## src/rtl/wake_seq_pkg.sv

```systemverilog
// Package: shared encodings and the delay-plan decoder for the wake-exit sequencer.
// Assumes: exit_mode and clk_src are 2-bit codes as listed in the brief.
package wake_seq_pkg;

    typedef enum logic [1:0] {
        EXIT_SLEEP    = 2'b00,
        EXIT_IDLE_PRI = 2'b01,
        EXIT_IDLE_SEC = 2'b10,
        EXIT_IDLE_INT = 2'b11
    } exit_mode_e;

    typedef enum logic [1:0] {
        SRC_XTAL     = 2'b00,
        SRC_XTAL_MUL = 2'b01,
        SRC_EXT_RC   = 2'b10,
        SRC_INTERNAL = 2'b11
    } clk_src_e;

    // Which delays one exit needs, and which ready flag it reports.
    typedef struct packed {
        logic need_ost;   // oscillator start-up count
        logic need_lock;  // multiplier lock count after start-up
        logic need_stab;  // internal oscillator stabilization count
        logic int_sel;    // report through the internal-ready flag
    } delay_plan_t;

    function automatic delay_plan_t plan_for(exit_mode_e mode, clk_src_e src);
        delay_plan_t p;
        logic keeps_running;
        keeps_running = (mode == EXIT_IDLE_PRI);
        p.int_sel   = (src == SRC_INTERNAL);
        p.need_ost  = !keeps_running && (src == SRC_XTAL || src == SRC_XTAL_MUL);
        p.need_lock = !keeps_running && (src == SRC_XTAL_MUL);
        p.need_stab = p.int_sel && (mode == EXIT_SLEEP || mode == EXIT_IDLE_SEC);
        return p;
    endfunction

endpackage

```

## src/rtl/wake_tick_timer.sv

```systemverilog
// Module: one-shot down-counter of reference ticks.
// A start pulse loads LEN and clears done. Every tick then counts down by one,
// and done is set on the tick that ends the count. done holds until the next start.
// Assumes: LEN >= 1. start takes priority over counting.
module wake_tick_timer #(
    parameter int unsigned LEN = 4
) (
    input  logic clk,
    input  logic rst_n,
    input  logic tick,
    input  logic start,
    output logic done
);
    localparam int unsigned CW = $clog2(LEN + 1);

    logic [CW-1:0] cnt;
    logic          active;

    // Load on start, count ticks while active, flag the last one.
    always_ff @(posedge clk) begin
        if (!rst_n) begin
            cnt    <= '0;
            active <= 1'b0;
            done   <= 1'b0;
        end else if (start) begin
            cnt    <= CW'(LEN);
            active <= 1'b1;
            done   <= 1'b0;
        end else if (active && tick) begin
            if (cnt == CW'(1)) begin
                cnt    <= '0;
                active <= 1'b0;
                done   <= 1'b1;
            end else begin
                cnt <= cnt - CW'(1);
            end
        end
    end
endmodule

```

## src/rtl/wake_exit_ctrl.sv

```systemverilog
// Module: sequencing control for one wake-up exit.
// It accepts a wake only when idle and latches the delay plan. It starts the
// timers, chains the lock count after start-up, and raises the run enable and
// ready flags when the required delays are done.
// Assumes: timer done outputs are cleared on the edge their start is applied.
module wake_exit_ctrl
    import wake_seq_pkg::*;
(
    input  logic       clk,
    input  logic       rst_n,
    input  logic       wake,
    input  exit_mode_e mode,
    input  clk_src_e   src,
    input  logic       prep_done,
    input  logic       ost_done,
    input  logic       lock_done,
    input  logic       stab_done,
    output logic       start_prep,
    output logic       start_ost,
    output logic       start_lock,
    output logic       start_stab,
    output logic       cpu_run,
    output logic       osc_ready,
    output logic       int_ready,
    output logic       busy
);
    delay_plan_t plan_now;
    delay_plan_t plan_q;
    logic        lock_started;
    logic        accept;
    logic        osc_ok;
    logic        finish;

    // Decode the plan for the incoming wake.
    always_comb plan_now = plan_for(mode, src);

    // Timer starts, the lock hand-off and the completion condition.
    always_comb begin
        accept     = wake && !busy;
        start_prep = accept;
        start_ost  = accept && plan_now.need_ost;
        start_stab = accept && plan_now.need_stab;
        start_lock = busy && plan_q.need_lock && ost_done && !lock_started;
        osc_ok     = !plan_q.need_ost ||
                     (ost_done && (!plan_q.need_lock || (lock_started && lock_done)));
        finish     = busy && prep_done && osc_ok;
    end

    // Sequence state, run enable and status flags.
    always_ff @(posedge clk) begin
        if (!rst_n) begin
            busy         <= 1'b0;
            plan_q       <= '0;
            lock_started <= 1'b0;
            cpu_run      <= 1'b0;
            osc_ready    <= 1'b0;
            int_ready    <= 1'b0;
        end else if (accept) begin
            busy         <= 1'b1;
            plan_q       <= plan_now;
            lock_started <= 1'b0;
            cpu_run      <= 1'b0;
            osc_ready    <= 1'b0;
            int_ready    <= 1'b0;
        end else begin
            if (start_lock) begin
                lock_started <= 1'b1;
            end
            if (finish) begin
                busy      <= 1'b0;
                cpu_run   <= 1'b1;
                osc_ready <= !plan_q.int_sel;
                if (plan_q.int_sel && !plan_q.need_stab) begin
                    int_ready <= 1'b1;
                end
            end
            if (plan_q.need_stab && stab_done) begin
                int_ready <= 1'b1;
            end
        end
    end
endmodule

```

## src/rtl/wake_exit_seq.sv

```systemverilog
// Module: top of the wake-up exit delay sequencer.
// It links the control block to four tick timers: preparation, oscillator
// start-up, multiplier lock and internal stabilization.
// Assumes: every delay parameter is at least 1 tick.
module wake_exit_seq #(
    parameter int unsigned T_PREP = 4,
    parameter int unsigned T_OST  = 20,
    parameter int unsigned T_LOCK = 8,
    parameter int unsigned T_STAB = 12
) (
    input  logic       clk,
    input  logic       rst_n,
    input  logic       tick,
    input  logic       wake,
    input  logic [1:0] exit_mode,
    input  logic [1:0] clk_src,
    output logic       cpu_run,
    output logic       osc_ready,
    output logic       int_ready,
    output logic       busy
);
    import wake_seq_pkg::*;

    localparam int unsigned N_TIMERS = 4;
    localparam int unsigned LENS [N_TIMERS] = '{T_PREP, T_OST, T_LOCK, T_STAB};

    logic [N_TIMERS-1:0] starts;
    logic [N_TIMERS-1:0] dones;
    logic prep_done, ost_done, lock_done, stab_done;
    logic start_prep, start_ost, start_lock, start_stab;

    // Index map: 0 prep, 1 start-up, 2 lock, 3 stabilization.
    always_comb begin
        starts    = {start_stab, start_lock, start_ost, start_prep};
        prep_done = dones[0];
        ost_done  = dones[1];
        lock_done = dones[2];
        stab_done = dones[3];
    end

    for (genvar i = 0; i < N_TIMERS; i++) begin : g_timer
        wake_tick_timer #(.LEN(LENS[i])) u_timer (
            .clk   (clk),
            .rst_n (rst_n),
            .tick  (tick),
            .start (starts[i]),
            .done  (dones[i])
        );
    end

    wake_exit_ctrl u_ctrl (
        .clk        (clk),
        .rst_n      (rst_n),
        .wake       (wake),
        .mode       (exit_mode_e'(exit_mode)),
        .src        (clk_src_e'(clk_src)),
        .prep_done  (prep_done),
        .ost_done   (ost_done),
        .lock_done  (lock_done),
        .stab_done  (stab_done),
        .start_prep (start_prep),
        .start_ost  (start_ost),
        .start_lock (start_lock),
        .start_stab (start_stab),
        .cpu_run    (cpu_run),
        .osc_ready  (osc_ready),
        .int_ready  (int_ready),
        .busy       (busy)
    );
endmodule

```

## config.mk

```make
export PLATFORM = sky130hd
export DESIGN_NAME = wake_exit_seq
export DESIGN_NICKNAME = d
export VERILOG_FILES = /design/src/rtl/wake_seq_pkg.sv /design/src/rtl/wake_tick_timer.sv /design/src/rtl/wake_exit_ctrl.sv /design/src/rtl/wake_exit_seq.sv
export SDC_FILE = /design/constraint.sdc
export NUM_CORES = 1
export LEC_CHECK = 0
export BUFFER_PORTS_ARGS = -buffer_cell sky130_fd_sc_hd__buf_4
export CAP_MARGIN = 15
export CORE_ASPECT_RATIO = 0.6
export CORE_MARGIN = 3
export CORE_UTILIZATION = 52
export CTS_CLUSTER_DIAMETER = 120
export DETAILED_ROUTE_END_ITERATION = 7
export GPL_TIMING_DRIVEN = 1
export PLACE_DENSITY_LB_ADDON = 0.25
export SKIP_CTS_REPAIR_TIMING = 1
export SYNTH_ARGS = -nofsm -noshare
export SYNTH_HDL_FRONTEND = slang
export SYNTH_SLANG_ARGS = --single-unit
export TNS_END_PERCENT = 50
```

## constraint.sdc

```tcl
create_clock -name clk -period 1.28 [get_ports clk]
set_input_delay 0.128 -clock clk [delete_from_list [all_inputs] [get_ports clk]]
set_output_delay 0.128 -clock clk [all_outputs]
set_load 0.01 [all_outputs]
```

==> results of run 1 <==
worst paths after layout:
check	from	end	slack, ns	depth (start not counted)
setup / recovery	g_timer[1].u_timer.cnt[2]$_SDFFE_PN0P_	g_timer[1].u_timer.cnt[3]$_SDFFE_PP0P_	-0.17	3
hold / removal	wake	u_ctrl.busy$_SDFFE_PN0P_	0.09	2
hold reg to reg	u_ctrl.cpu_run$_SDFFE_PP0P_	u_ctrl.cpu_run$_SDFFE_PP0P_	0.47	2
setup reg to reg	g_timer[1].u_timer.cnt[2]$_SDFFE_PN0P_	g_timer[1].u_timer.cnt[3]$_SDFFE_PP0P_	-0.17	3
cells by family (layout without fill, tap and decap cells):
logic type | Yosys count | after routing | share of synthesized area, %
compound gates | 52 | 52 | 24.0
flops | 33 | 33 | 43.7
buf+inv | 17 | 51 | 4.47
fa+ha+maj | 8 | 8 | 6.62
mux | 1 | 1 | 0.662
simple gates | 55 | 55 | 20.6
cell type report:
| type | count | area, um^2 | share of cell area (%) |
|---|---|---|---|
| clock inverters | 1 | 5.00 | 0.250 |
| inverters | 13 | 51.3 | 2.56 |
| multi-input cells | 116 | 920 | 45.9 |
| repair buffers | 32 | 244 | 12.2 |
| well taps | 32 | 40.0 | 2.00 |
| clock buffers | 5 | 68.8 | 3.43 |
| flip-flops and latches | 33 | 677 | 33.7 |
cell usage in the layout (no fill, tap or decap), types with 2 or more instances in the layout:
master,netlist,layout
a21bo_2,2,2
a21boi_0,2,2
a21oi_1,18,16
a21oi_2,0,2
a311oi_1,4,4
a31oi_1,6,6
and2_1,5,5
buf_4,0,31
clkbuf_8,0,5
dfxtp_1,33,26
dfxtp_2,0,4
dfxtp_4,0,3
ha_1,8,3
ha_2,0,2
ha_4,0,3
inv_1,13,9
inv_2,0,3
nand2_1,13,13
nand2b_1,2,2
nand3_1,3,2
nand4b_1,2,2
nor2_1,8,8
nor2b_1,3,2
nor3b_4,0,2
o21a_1,4,4
o31a_1,5,5
or3_1,7,4
or3_4,0,4
or4_1,3,2
layer usage:
layer	wire (um)	GRT usage [%]
met2	1700	34.8
met5	0	0
met4	34	9.06
met1	1800	27.1
met3	215	7.55
critical path: cells and delay by family (launching register included):
family | cells | cell delay, ns
and+or+nand+nor | 2 | 0.88
AOI/OAI and AO/OA | 1 | 0.14
DFF | 1 | 0.36
through the flow:
stage | power, mW | instances | hold WS (ns)
detailed placement | 1.31 | 225 | 0.379
floorplan | 1.22 | 166 | 0.266
global route | 2.10 | 232 | 0.111
global placement | 1.30 | 225 | 0.371
finish | 2.03 | 232 | 0.0921
CTS | 2.01 | 231 | 0.0873
flip-flops by register name, indices dropped and copies added, names as in the netlist:
| name | count |
|---|---|
| u_ctrl.osc_ready | 1 |
| u_ctrl.cpu_run | 1 |
| u_ctrl.int_ready | 1 |
| u_ctrl.lock_started | 1 |
| u_ctrl.busy | 1 |
| u_ctrl.plan_q | 4 |
| g_timer.u_timer.cnt | 16 |
| g_timer.u_timer.done | 4 |
| g_timer.u_timer.active | 4 |
power breakdown:
part / total, mW / switching [mW] / internal, mW
Combinational: 0.227 / 0.114 / 0.114
Clock: 0.713 / 0.356 / 0.357
Sequential: 1.09 / 0.0363 / 1.06
==> flow_summary.rst, run 1 <==
.. list-table::
   :header-rows: 1

   * - Metric
     - Value
   * - Fraction of synthesized cell area taken by the top area cell type
     - a little over two fifths
   * - Number of buffers added by the clock tree synthesis step
     - 5
   * - Gpl congestion
     - 0.863
   * - Initial cell density of the core
     - ~58%
   * - Number of antenna violations at the first check in global routing
     - 0
   * - Post-Syn Instances
     - ~170
   * - Setup_tns
     - -0.512 ns
   * - Clock input transition at the sequential cells of the worst setup and hold paths
     - roughly 0.06 ns
   * - Post-Layout Inst Area
     - around 2000 um^2
   * - Seq cells post-synth
     - 33
   * - Sequential share of the synthesized area
     - 43.7%
   * - Slowest CP cell
     - or4_1
   * - Number of design-rule violations left by the first detailed-router iteration
     - 57
   * - Critical path endpoint category
     - flop
   * - Failing checks
     - setup timing
   * - Row count
     - 14
   * - Port buffer count
     - 11
   * - Data required time of the critical path
     - ~1.5 ns
   * - Vert. Die Dim
     - 47.8 um
   * - Root Driver
     - clkbuf_8
   * - Core Box Area
     - 2630 um^2
   * - Number of violations of the max-capacitance limit
     - 0
   * - Shortest clock period the worst path allows after layout
     - 1.45 ns
   * - Layout-stage area growth over the synthesis result
     - 32.6%
   * - Overall die width
     - 75.6 um
   * - Io pins
     - 12
   * - Status
     - finished with violations
   * - CTS Buffer Depth
     - 2
   * - Placed cell areas
     - 1780 um^2
   * - Post-synth EDFFs
     - 0
   * - Filler cell count
     - 173
   * - Clock Latency Late Sink
     - roughly 0.28 ns
   * - Crit share post-route
     - 113%
   * - Maximum number of pins on one net before global-route repair
     - 17
   * - Count of antenna diodes in the layout
     - 0
   * - CTS tree
     - built
   * - Hold violation count in the final report
     - 0
   * - Syn Nets
     - 182
   * - Placement Setup Slack
     - -0.118 ns
   * - GRT Total Usage
     - 21.7%
   * - Via count of the first global-routing pass
     - 1274
   * - Post-layout util
     - 76.3%
   * - Static Leakage
     - ~0.75 nW
   * - Level count of the clock H-tree
     - 2
   * - Wire length of the first global-routing pass
     - 5.74 mm
   * - Count of final setup violators
     - 7
   * - Via density per instance
     - 5.89
   * - F_max
     - 0.691 GHz
   * - Remaining design rule violation count
     - 0
   * - Wire per inst
     - 16.1 um
   * - Final Slew Violations
     - 0
   * - Fin worst setup slack
     - -0.167 ns
   * - Ys async rst share
     - 0%
   * - Leading cell types by count after synthesis
     - dfxtp_1 (33), a21oi_1 (18), inv_1 (13), nand2_1 (13)
   * - Min-delay worst type
     - in2reg
   * - Die area
     - 3610 um^2
   * - Clock sink total
     - 33
   * - Dominant cell type by area after synthesis
     - dfxtp_1
   * - Maximum VDD drop
     - approximately 0.00075 V
   * - Netlist area before placement
     - around 1500 um^2
   * - Critical path peak fanout
     - 4
   * - Delay of the slowest cell on the worst path
     - 0.52 ns
   * - Total grt overflow
     - 0
   * - Synthesis Warnings
     - 0
   * - Crit start category
     - flop
   * - Signal arrival time at the worst endpoint
     - around 1.7 ns
   * - Unique cell type count in the Yosys netlist
     - 38
   * - RSZ-0062 raised after global routing
     - yes
   * - Clock Skew
     - 0.00698 ns
   * - Largest cells by area after synthesis
     - dfxtp_1 (44%), ha_1 (6.6%), a21oi_1 (6.0%)
   * - HPWL after DPL
     - 2.58 mm
   * - Worst slew margin relative to its limit
     - 77.2%
   * - Fraction of layout cells with a size suffix above 1
     - 35.5%
   * - Primary flip-flop cell chosen by synthesis mapping
     - dfxtp_1
   * - Most repeated cell in the gate-level netlist after synthesis
     - dfxtp_1
   * - Average size of a mapped cell
     - 9.11 um^2
   * - Tightest Pin Transition
     - approximately 0.34 ns
   * - Antenna Violating Nets Remaining
     - 0
   * - Detailed Routing Iterations Pass 1
     - 4
   * - Worst-path cell chain
     - or3_4 > or4_1 > a21oi_1
   * - Overall via count from detail_route
     - 1366
   * - Routed wire length
     - roughly 3.7 mm
   * - Areal power density over the cells
     - between 1000 and 1500 nW/um^2
   * - Category of the most critical setup path
     - reg2reg
   * - Final net count
     - 217
Power figures use the tool's default switching activity.
==> inputs of run 2 (changes only) <==
Settings changed: ABC_AREA set to 1.
==> run 2 against run 1 <==
  * The run now ends clean
  * Combinational power decreased by 9.7%
  * Flip-flop and latch count unchanged
  * First-iteration DRC count increased by 130%
  * Synthesized cell count increased by 26%
  * Critical endpoint is now g_timer[3].u_timer.cnt[3]$_SDFFE_PN0P_
==> flow_summary.rst, run 2 <==
.. list-table::
   :header-rows: 1

   * - Metric
     - Value
   * - R2R depth
     - 7 (+4)
   * - Port buffer count
     - 11 (unchanged)
   * - Crit share post-route
     - 92.0% (-21 points)
   * - Average size of a mapped cell
     - 7.51 um^2 (-18%)
   * - Tightest Pin Transition
     - 0.259 ns (-0.0811 ns)
   * - Clock Latency Late Sink
     - 0.29 ns (about the same)
   * - Worst-path cell chain
     - inv_1 > ha_1 > nand2_1 > nor2_1 > nor2_4 > nand3_1 > a21oi_1
   * - Root Driver
     - clkbuf_8
   * - Count of final setup violators
     - 0 (-7)
   * - Level count of the clock H-tree
     - 2 (unchanged)
   * - R2r endpoint
     - g_timer[3].u_timer.cnt[3]$_SDFFE_PN0P_
   * - Clock input transition at the sequential cells of the worst setup and hold paths
     - 0.07 ns (about the same)
   * - Delay of the slowest cell on the worst path
     - 0.35 ns (-0.17 ns)
   * - Number of flip-flops under the largest register name
     - 16 (unchanged)
   * - Number of violations of the max-capacitance limit
     - 0 (unchanged)
   * - Row count
     - 14 (unchanged)
   * - RSZ-0062 raised after global routing
     - no
   * - Wire per inst
     - 12.6 um (-22%)
   * - Setup_tns
     - 0 ns (+0.512 ns)
   * - Overall via count from detail_route
     - 1364 (-0.15%)
   * - CTS Buffer Depth
     - 2 (unchanged)
   * - Vert. Die Dim
     - 48.6 um (+1.6%)
   * - Via density per instance
     - 5.11 (-13%)
   * - Worst path bufs/invs
     - 1 (+1)
   * - Commonest non-fill, non-tap cell in the layout
     - nand2_1
   * - Routed wire length
     - 3.35 mm (-10%)
   * - Primary flip-flop cell chosen by synthesis mapping
     - dfxtp_1
   * - Via count of the first global-routing pass
     - 1320 (+3.6%)
   * - Register name with the most flops
     - g_timer.u_timer.cnt
   * - Syn Nets
     - 225 (+24%)
   * - Post-synth EDFFs
     - 0 (unchanged)
   * - Static Leakage
     - 0.751 nW (about the same)
   * - Data required time of the critical path
     - 1.50 ns (about the same)
   * - Count of antenna diodes in the layout
     - 0 (unchanged)
   * - Largest delay share family, worst path
     - simple AND/OR/NAND/NOR gates
   * - Critical path endpoint category
     - flop
   * - GRT Total Usage
     - 18.8% (-2.9 points)
   * - Post-layout util
     - 66.5% (-9.9 points)
   * - Post-Syn Instances
     - 209 (+26%)
   * - Ys async rst share
     - 0% (unchanged)
   * - Min-delay worst type
     - in2reg
   * - Unique cell type count in the Yosys netlist
     - 25 (-34%)
   * - Core Box Area
     - 2680 um^2 (+2.0%)
   * - Gpl congestion
     - 0.768 (-11%)
   * - Placed cell areas
     - 1700 um^2 (-4.6%)
   * - Post-Layout Inst Area
     - 1780 um^2 (-11%)
   * - Number of antenna violations at the first check in global routing
     - 0 (unchanged)
   * - Shortest clock period the worst path allows after layout
     - 1.18 ns (-0.270 ns)
   * - Largest cells by area after synthesis
     - dfxtp_1 (42%), nand2_1 (9.3%), a21oi_1 (7.6%)
   * - Synthesis Warnings
     - 0 (unchanged)
   * - Initial cell density of the core
     - 58.6% (+1.0 points)
   * - Die area
     - 3740 um^2 (+3.4%)
   * - Number of buffers added by the clock tree synthesis step
     - 5 (unchanged)
   * - Slowest CP cell
     - dfxtp_1
   * - Clock sink total
     - 33 (unchanged)
   * - Final Slew Violations
     - 0 (unchanged)
   * - Most repeated cell in the gate-level netlist after synthesis
     - nand2_1
   * - CTS tree
     - built
   * - Seq cells post-synth
     - 33 (unchanged)
   * - Hold violation count in the final report
     - 0 (unchanged)
   * - Worst setup path endpoint
     - g_timer[3].u_timer.cnt[3]$_SDFFE_PN0P_
   * - Hold wc startpoint
     - clk_src[0]
   * - Sequential share of the synthesized area
     - 42.1% (-1.6 points)
   * - Antenna Violating Nets Remaining
     - 0 (unchanged)
   * - Status
     - finished, final reports clean
   * - Leading cell types by count after synthesis
     - nand2_1 (39), dfxtp_1 (33), inv_1 (29)
   * - Crit start category
     - flop
   * - Maximum number of pins on one net before global-route repair
     - 13 (-4)
   * - Layout-stage area growth over the synthesis result
     - 13.5%
   * - Overall die width
     - 76.9 um (+1.7%)
   * - Startpoint of the lowest-slack register-to-register path
     - g_timer[3].u_timer.cnt[1]$_SDFFE_PP0P_
   * - Most used cells in the layout excluding fill and tap cells
     - nand2_1 (39), dfxtp_1 (32), inv_1 (29)
   * - Areal power density over the cells
     - 1160 nW/um^2 (+15%)
   * - Wire length of the first global-routing pass
     - 5.64 mm (-1.8%)
   * - Worst path depth
     - 7 (+4)
   * - Number of design-rule violations left by the first detailed-router iteration
     - 129 (+130%)
   * - Maximum VDD drop
     - 0.00101 V (+34%)
   * - Detailed Routing Iterations Pass 1
     - 5 (+1)
   * - Final net count
     - 242 (+12%)
   * - Fraction of synthesized cell area taken by the top area cell type
     - 42.1% (-1.6 points)
   * - Origin of the worst setup path
     - g_timer[3].u_timer.cnt[1]$_SDFFE_PP0P_
   * - Dominant cell type by area after synthesis
     - dfxtp_1
   * - Clock Skew
     - 0.00351 ns (-0.00347 ns)
   * - Remaining design rule violation count
     - 0 (unchanged)
   * - Total grt overflow
     - 0 (unchanged)
   * - Signal arrival time at the worst endpoint
     - 1.40 ns (-0.26 ns)
   * - Category of the most critical setup path
     - reg2reg
   * - Critical path peak fanout
     - 3 (-1)
   * - Fraction of layout cells with a size suffix above 1
     - 16.7% (-19 points)
   * - HPWL after DPL
     - 2.45 mm (-4.8%)
   * - Worst slew margin relative to its limit
     - 82.7% (+5.4 points)
   * - Io pins
     - 12 (unchanged)
   * - Worst R2R Setup Slack
     - 0.10 ns (+0.27 ns)
   * - F_max
     - 0.850 GHz (+23%)
   * - Netlist area before placement
     - 1570 um^2 (+3.8%)
## run 2: cell count changes in the layout (fill, tap and decap cells not counted), sizes merged, moves of 8 or more
| cell | before | now |
|---|---|---|
| nand2 | 13 | 43 |
| inv | 13 | 34 |
| a21oi | 18 | 26 |
| or3 | 8 | 0 |
| nor2 | 8 | 22 |
| nand3 | 3 | 18 |
| buf | 32 | 11 |
## run 2: worst reg2reg max path: cells and delay by family, from the launching register on
family | cells | cell delay, ns
simple gates | 4 | 0.36
flops | 1 | 0.35
fa+ha+maj | 1 | 0.17
compound gates | 1 | 0.15
buf+inv | 1 | 0.07
## run 2: worst min-delay path by stage
stage                                         end  slack (ns)  cells after the start
global placement    u_ctrl.plan_q[2]$_SDFFE_PN0P_        0.38                      3
finish              u_ctrl.plan_q[2]$_SDFFE_PN0P_        0.07                      3
detailed placement  u_ctrl.plan_q[2]$_SDFFE_PN0P_        0.37                      3
global route        u_ctrl.plan_q[2]$_SDFFE_PN0P_        0.09                      3
floorplan           u_ctrl.plan_q[2]$_SDFFE_PN0P_        0.26                      2
CTS                 u_ctrl.plan_q[2]$_SDFFE_PN0P_        0.08                      3
## run 2: cell type report
type / count / area (um^2)
Inverter: 34 / 128
Timing Repair Buffer: 11 / 82.6
Sequential cell: 33 / 662
Fill cell: 225 / 898
Clock inverter: 2 / 10.0
Clock buffer: 6 / 72.6
Tap cell: 40 / 50.0
Multi-Input combinational cell: 141 / 777
## run 2: layer usage
metal	vias to the layer above	track usage [%]	share of wire (%)
met2	43	28.3	44
li1	699	-	-
met5	-	0	0
met3	6	5.19	6.2
met1	616	25.1	48
met4	0	8.43	1.8
## run 2: cells by family after synthesis
family / synth area share, %
and+or+nand+nor: 27.1
xor gates and xnor gates: 2.79
buffers and inverters: 8.45
adders and majority gates: 6.37
DFF: 42.1
AOI/OAI and AO/OA: 13.2
## run 2: power breakdown
part | internal, mW | switching, mW
registers | 1.06 | 0.0295
clock network | 0.377 | 0.397
logic | 0.0761 | 0.129
total | 1.51 | 0.555
## run 2: stage by stage
step                instances  hold WS, ns  setup WS (ns)  power (mW)
detailed placement        259        0.371          0.114        1.31
floorplan                 209        0.259          0.198        1.25
finish                    267       0.0710          0.103        2.07
global placement          259        0.377          0.159        1.30
global route              267       0.0905         0.0130        2.13
CTS                       267       0.0763         0.0924        2.05
==> inputs of run 3 (changes only) <==
Settings changed: REMOVE_ABC_BUFFERS set to 1.
==> run 3 against run 2 <==
  * Hold slack better by 0.024 ns
  * Routed wire length down 2.0%
  * Largest cell class unchanged
  * Die area unchanged
  * Clock power down 7.9%
  * First-iteration DRC count down 26%
==> flow_summary.rst, run 3 (same netlist as run 2, synthesis figures left out) <==
.. list-table::
   :header-rows: 1

   * - Metric
     - Value
   * - Fraction of layout cells with a size suffix above 1
     - 16.0% (-0.74 points)
   * - Overall via count from detail_route
     - 1373 (+0.66%)
   * - Met3 global-route usage
     - 5.19% (unchanged)
   * - Remaining design rule violation count
     - 0 (unchanged)
   * - Via density per instance
     - 5.18 (+1.4%)
   * - RSZ-0062 raised after global routing
     - no
   * - Via count of the first global-routing pass
     - 1318 (-0.15%)
   * - Number of design-rule violations left by the first detailed-router iteration
     - 96 (-26%)
   * - Die area
     - 3740 um^2 (unchanged)
   * - Areal power density over the cells
     - 1130 nW/um^2 (-2.6%)
   * - Maximum VDD drop
     - 0.000751 V (-25%)
   * - Level count of the clock H-tree
     - 2 (unchanged)
   * - Clock Latency Late Sink
     - 0.28 ns (about the same)
   * - Overall die width
     - 76.9 um (unchanged)
   * - Worst slew margin relative to its limit
     - 79.7% (-3.0 points)
   * - Min-delay worst type
     - in2reg
   * - Port buffer count
     - 11 (unchanged)
   * - Layout-stage area growth over the synthesis result
     - 12.8%
   * - Met1 capacity usage during global routing
     - 24.7% (-0.37 points)
   * - Worst R2R Setup Slack
     - 0.09 ns (about the same)
   * - Final Slew Violations
     - 0 (unchanged)
   * - Final net count
     - 242 (unchanged)
   * - Data required time of the critical path
     - 1.49 ns (about the same)
   * - Placement Setup Slack
     - 0.112 ns (-0.00129 ns)
   * - Io pins
     - 12 (unchanged)
   * - HPWL after DPL
     - 2.41 mm (-1.9%)
   * - Clock Skew
     - 0.00537 ns (+0.00186 ns)
   * - Internal Power
     - 1.49 mW (-1.3%)
   * - Tightest Pin Transition
     - 0.303 ns (+0.0438 ns)
   * - Signal arrival time at the worst endpoint
     - 1.40 ns (about the same)
   * - Count of antenna diodes in the layout
     - 0 (unchanged)
   * - Total grt overflow
     - 0 (unchanged)
   * - Number of antenna violations at the first check in global routing
     - 0 (unchanged)
   * - Met2 global-route usage
     - 29.6% (+1.3 points)
   * - Most used cells in the layout excluding fill and tap cells
     - nand2_1 (39), dfxtp_1 (33), inv_1 (29)
   * - Commonest non-fill, non-tap cell in the layout
     - nand2_1
   * - Status
     - finished, final reports clean
   * - Fin worst setup slack
     - 0.0929 ns (-0.0100 ns)
   * - Sequential share of power
     - 54.3% (+1.6 points)
   * - Wire per inst
     - 12.4 um (-1.3%)
   * - Crit share post-route
     - 92.7% (+0.78 points)
   * - Core Box Area
     - 2680 um^2 (unchanged)
   * - Vert. Die Dim
     - 48.6 um (unchanged)
   * - Clock sink total
     - 33 (unchanged)
   * - Clock input transition at the sequential cells of the worst setup and hold paths
     - 0.06 ns (about the same)
   * - Maximum number of pins on one net before global-route repair
     - 13 (unchanged)
   * - F_max
     - 0.842 GHz (-0.84%)
   * - Register name with the most flops
     - g_timer.u_timer.cnt
   * - CTS Buffer Depth
     - 2 (unchanged)
   * - Static Leakage
     - 0.746 nW (-0.74%)
   * - Antenna Violating Nets Remaining
     - 0 (unchanged)
   * - Category of the most critical setup path
     - reg2reg
   * - Initial cell density of the core
     - 58.6% (unchanged)
   * - Switch Pwr
     - 0.509 mW (-8.4%)
   * - Root Driver
     - clkbuf_8
   * - Setup_tns
     - 0 ns (unchanged)
   * - Gpl congestion
     - 0.759 (-1.2%)
   * - Crit start category
     - flop
   * - Combinational power share
     - 10.0% (about the same)
   * - Number of buffers added by the clock tree synthesis step
     - 5 (unchanged)
   * - CTS tree
     - built
   * - Power consumption
     - 2.00 mW (-3.2%)
   * - GRT Total Usage
     - 19.3% (+0.51 points)
   * - Row count
     - 14 (unchanged)
   * - Critical path endpoint category
     - flop
   * - Detailed Routing Iterations Pass 1
     - 5 (unchanged)
   * - Number of flip-flops under the largest register name
     - 16 (unchanged)
   * - Number of violations of the max-capacitance limit
     - 0 (unchanged)
   * - Proportion of power drawn by the clock network
     - 35.6% (-1.8 points)
   * - Routed wire length
     - 3.29 mm (-2.0%)
   * - Hold violation count in the final report
     - 0 (unchanged)
   * - Switch share
     - 25.4% (-1.4 points)
   * - Shortest clock period the worst path allows after layout
     - 1.19 ns (+0.0100 ns)
   * - Busiest layer in global routing
     - met2
   * - Wire length of the first global-routing pass
     - 5.68 mm (+0.73%)
   * - Count of final setup violators
     - 0 (unchanged)
   * - Critical path peak fanout
     - 3 (unchanged)
-- run 3: changes by cell type in the layout (fill, tap and decap cells not counted) --
cell      change
dfxtp_2       -1
dfxtp_1       +1
clkinv_2      -1
clkbuf_1      -1
-- run 3: cell type report --
cell class,count,area [um^2]
inverter,34,128
clock inverter,1,5.00
timing repair buffer,11,82.6
tap,40,50.0
multi-input combinational,141,777
clock buffer,5,68.8
sequential,33,661
fill,229,908
-- run 3: layer usage --
layer  share of wire, %  routed length, um
met1                 47               1550
met4               0.88                 29
met5                  0                  0
met2                 45               1470
met3                7.3                240
-- run 3: worst paths after layout --
path	depth (start not counted)	startpoint	endpoint
max	7	g_timer[3].u_timer.cnt[1]$_SDFFE_PP0P_	g_timer[3].u_timer.cnt[3]$_SDFFE_PN0P_
min	3	clk_src[0]	u_ctrl.plan_q[2]$_SDFFE_PN0P_
max reg2reg	7	g_timer[3].u_timer.cnt[1]$_SDFFE_PP0P_	g_timer[3].u_timer.cnt[3]$_SDFFE_PN0P_
min reg2reg	2	g_timer[0].u_timer.done$_SDFFE_PP0P_	g_timer[0].u_timer.done$_SDFFE_PP0P_
-- run 3: worst max-delay path: stages (launching register included) --
cell	delay, ns
dfxtp_1	0.35
inv_1	0.08
ha_1	0.18
nand2_1	0.10
nor2_1	0.08
nor2_4	0.11
nand3_1	0.09
a21oi_1	0.14
-- run 3: power by group through the flow --
| stage | sequential (mW) | clock (mW) | combinational [mW] |
|---|---|---|---|
| after CTS | 1.09 | 0.733 | 0.199 |
| after global routing | 1.09 | 0.793 | 0.228 |
| after floorplan | 1.10 | 0 | 0.137 |
| final | 1.09 | 0.713 | 0.201 |
| after detailed placement | 1.11 | 0 | 0.198 |
| after global placement | 1.11 | 0 | 0.191 |
-- run 3: metrics by stage --
stage	std cells	area, um^2	hold WS, ns	util [%]
6_report	265	1770	0.0952	66.1
3_3_place_gp	259	1700	0.378	63.4
3_5_place_dp	259	1700	0.379	63.4
2_1_floorplan	208	1570	0.249	-
5_1_grt	265	1770	0.0825	66.1
4_1_cts	265	1770	0.0793	66.1
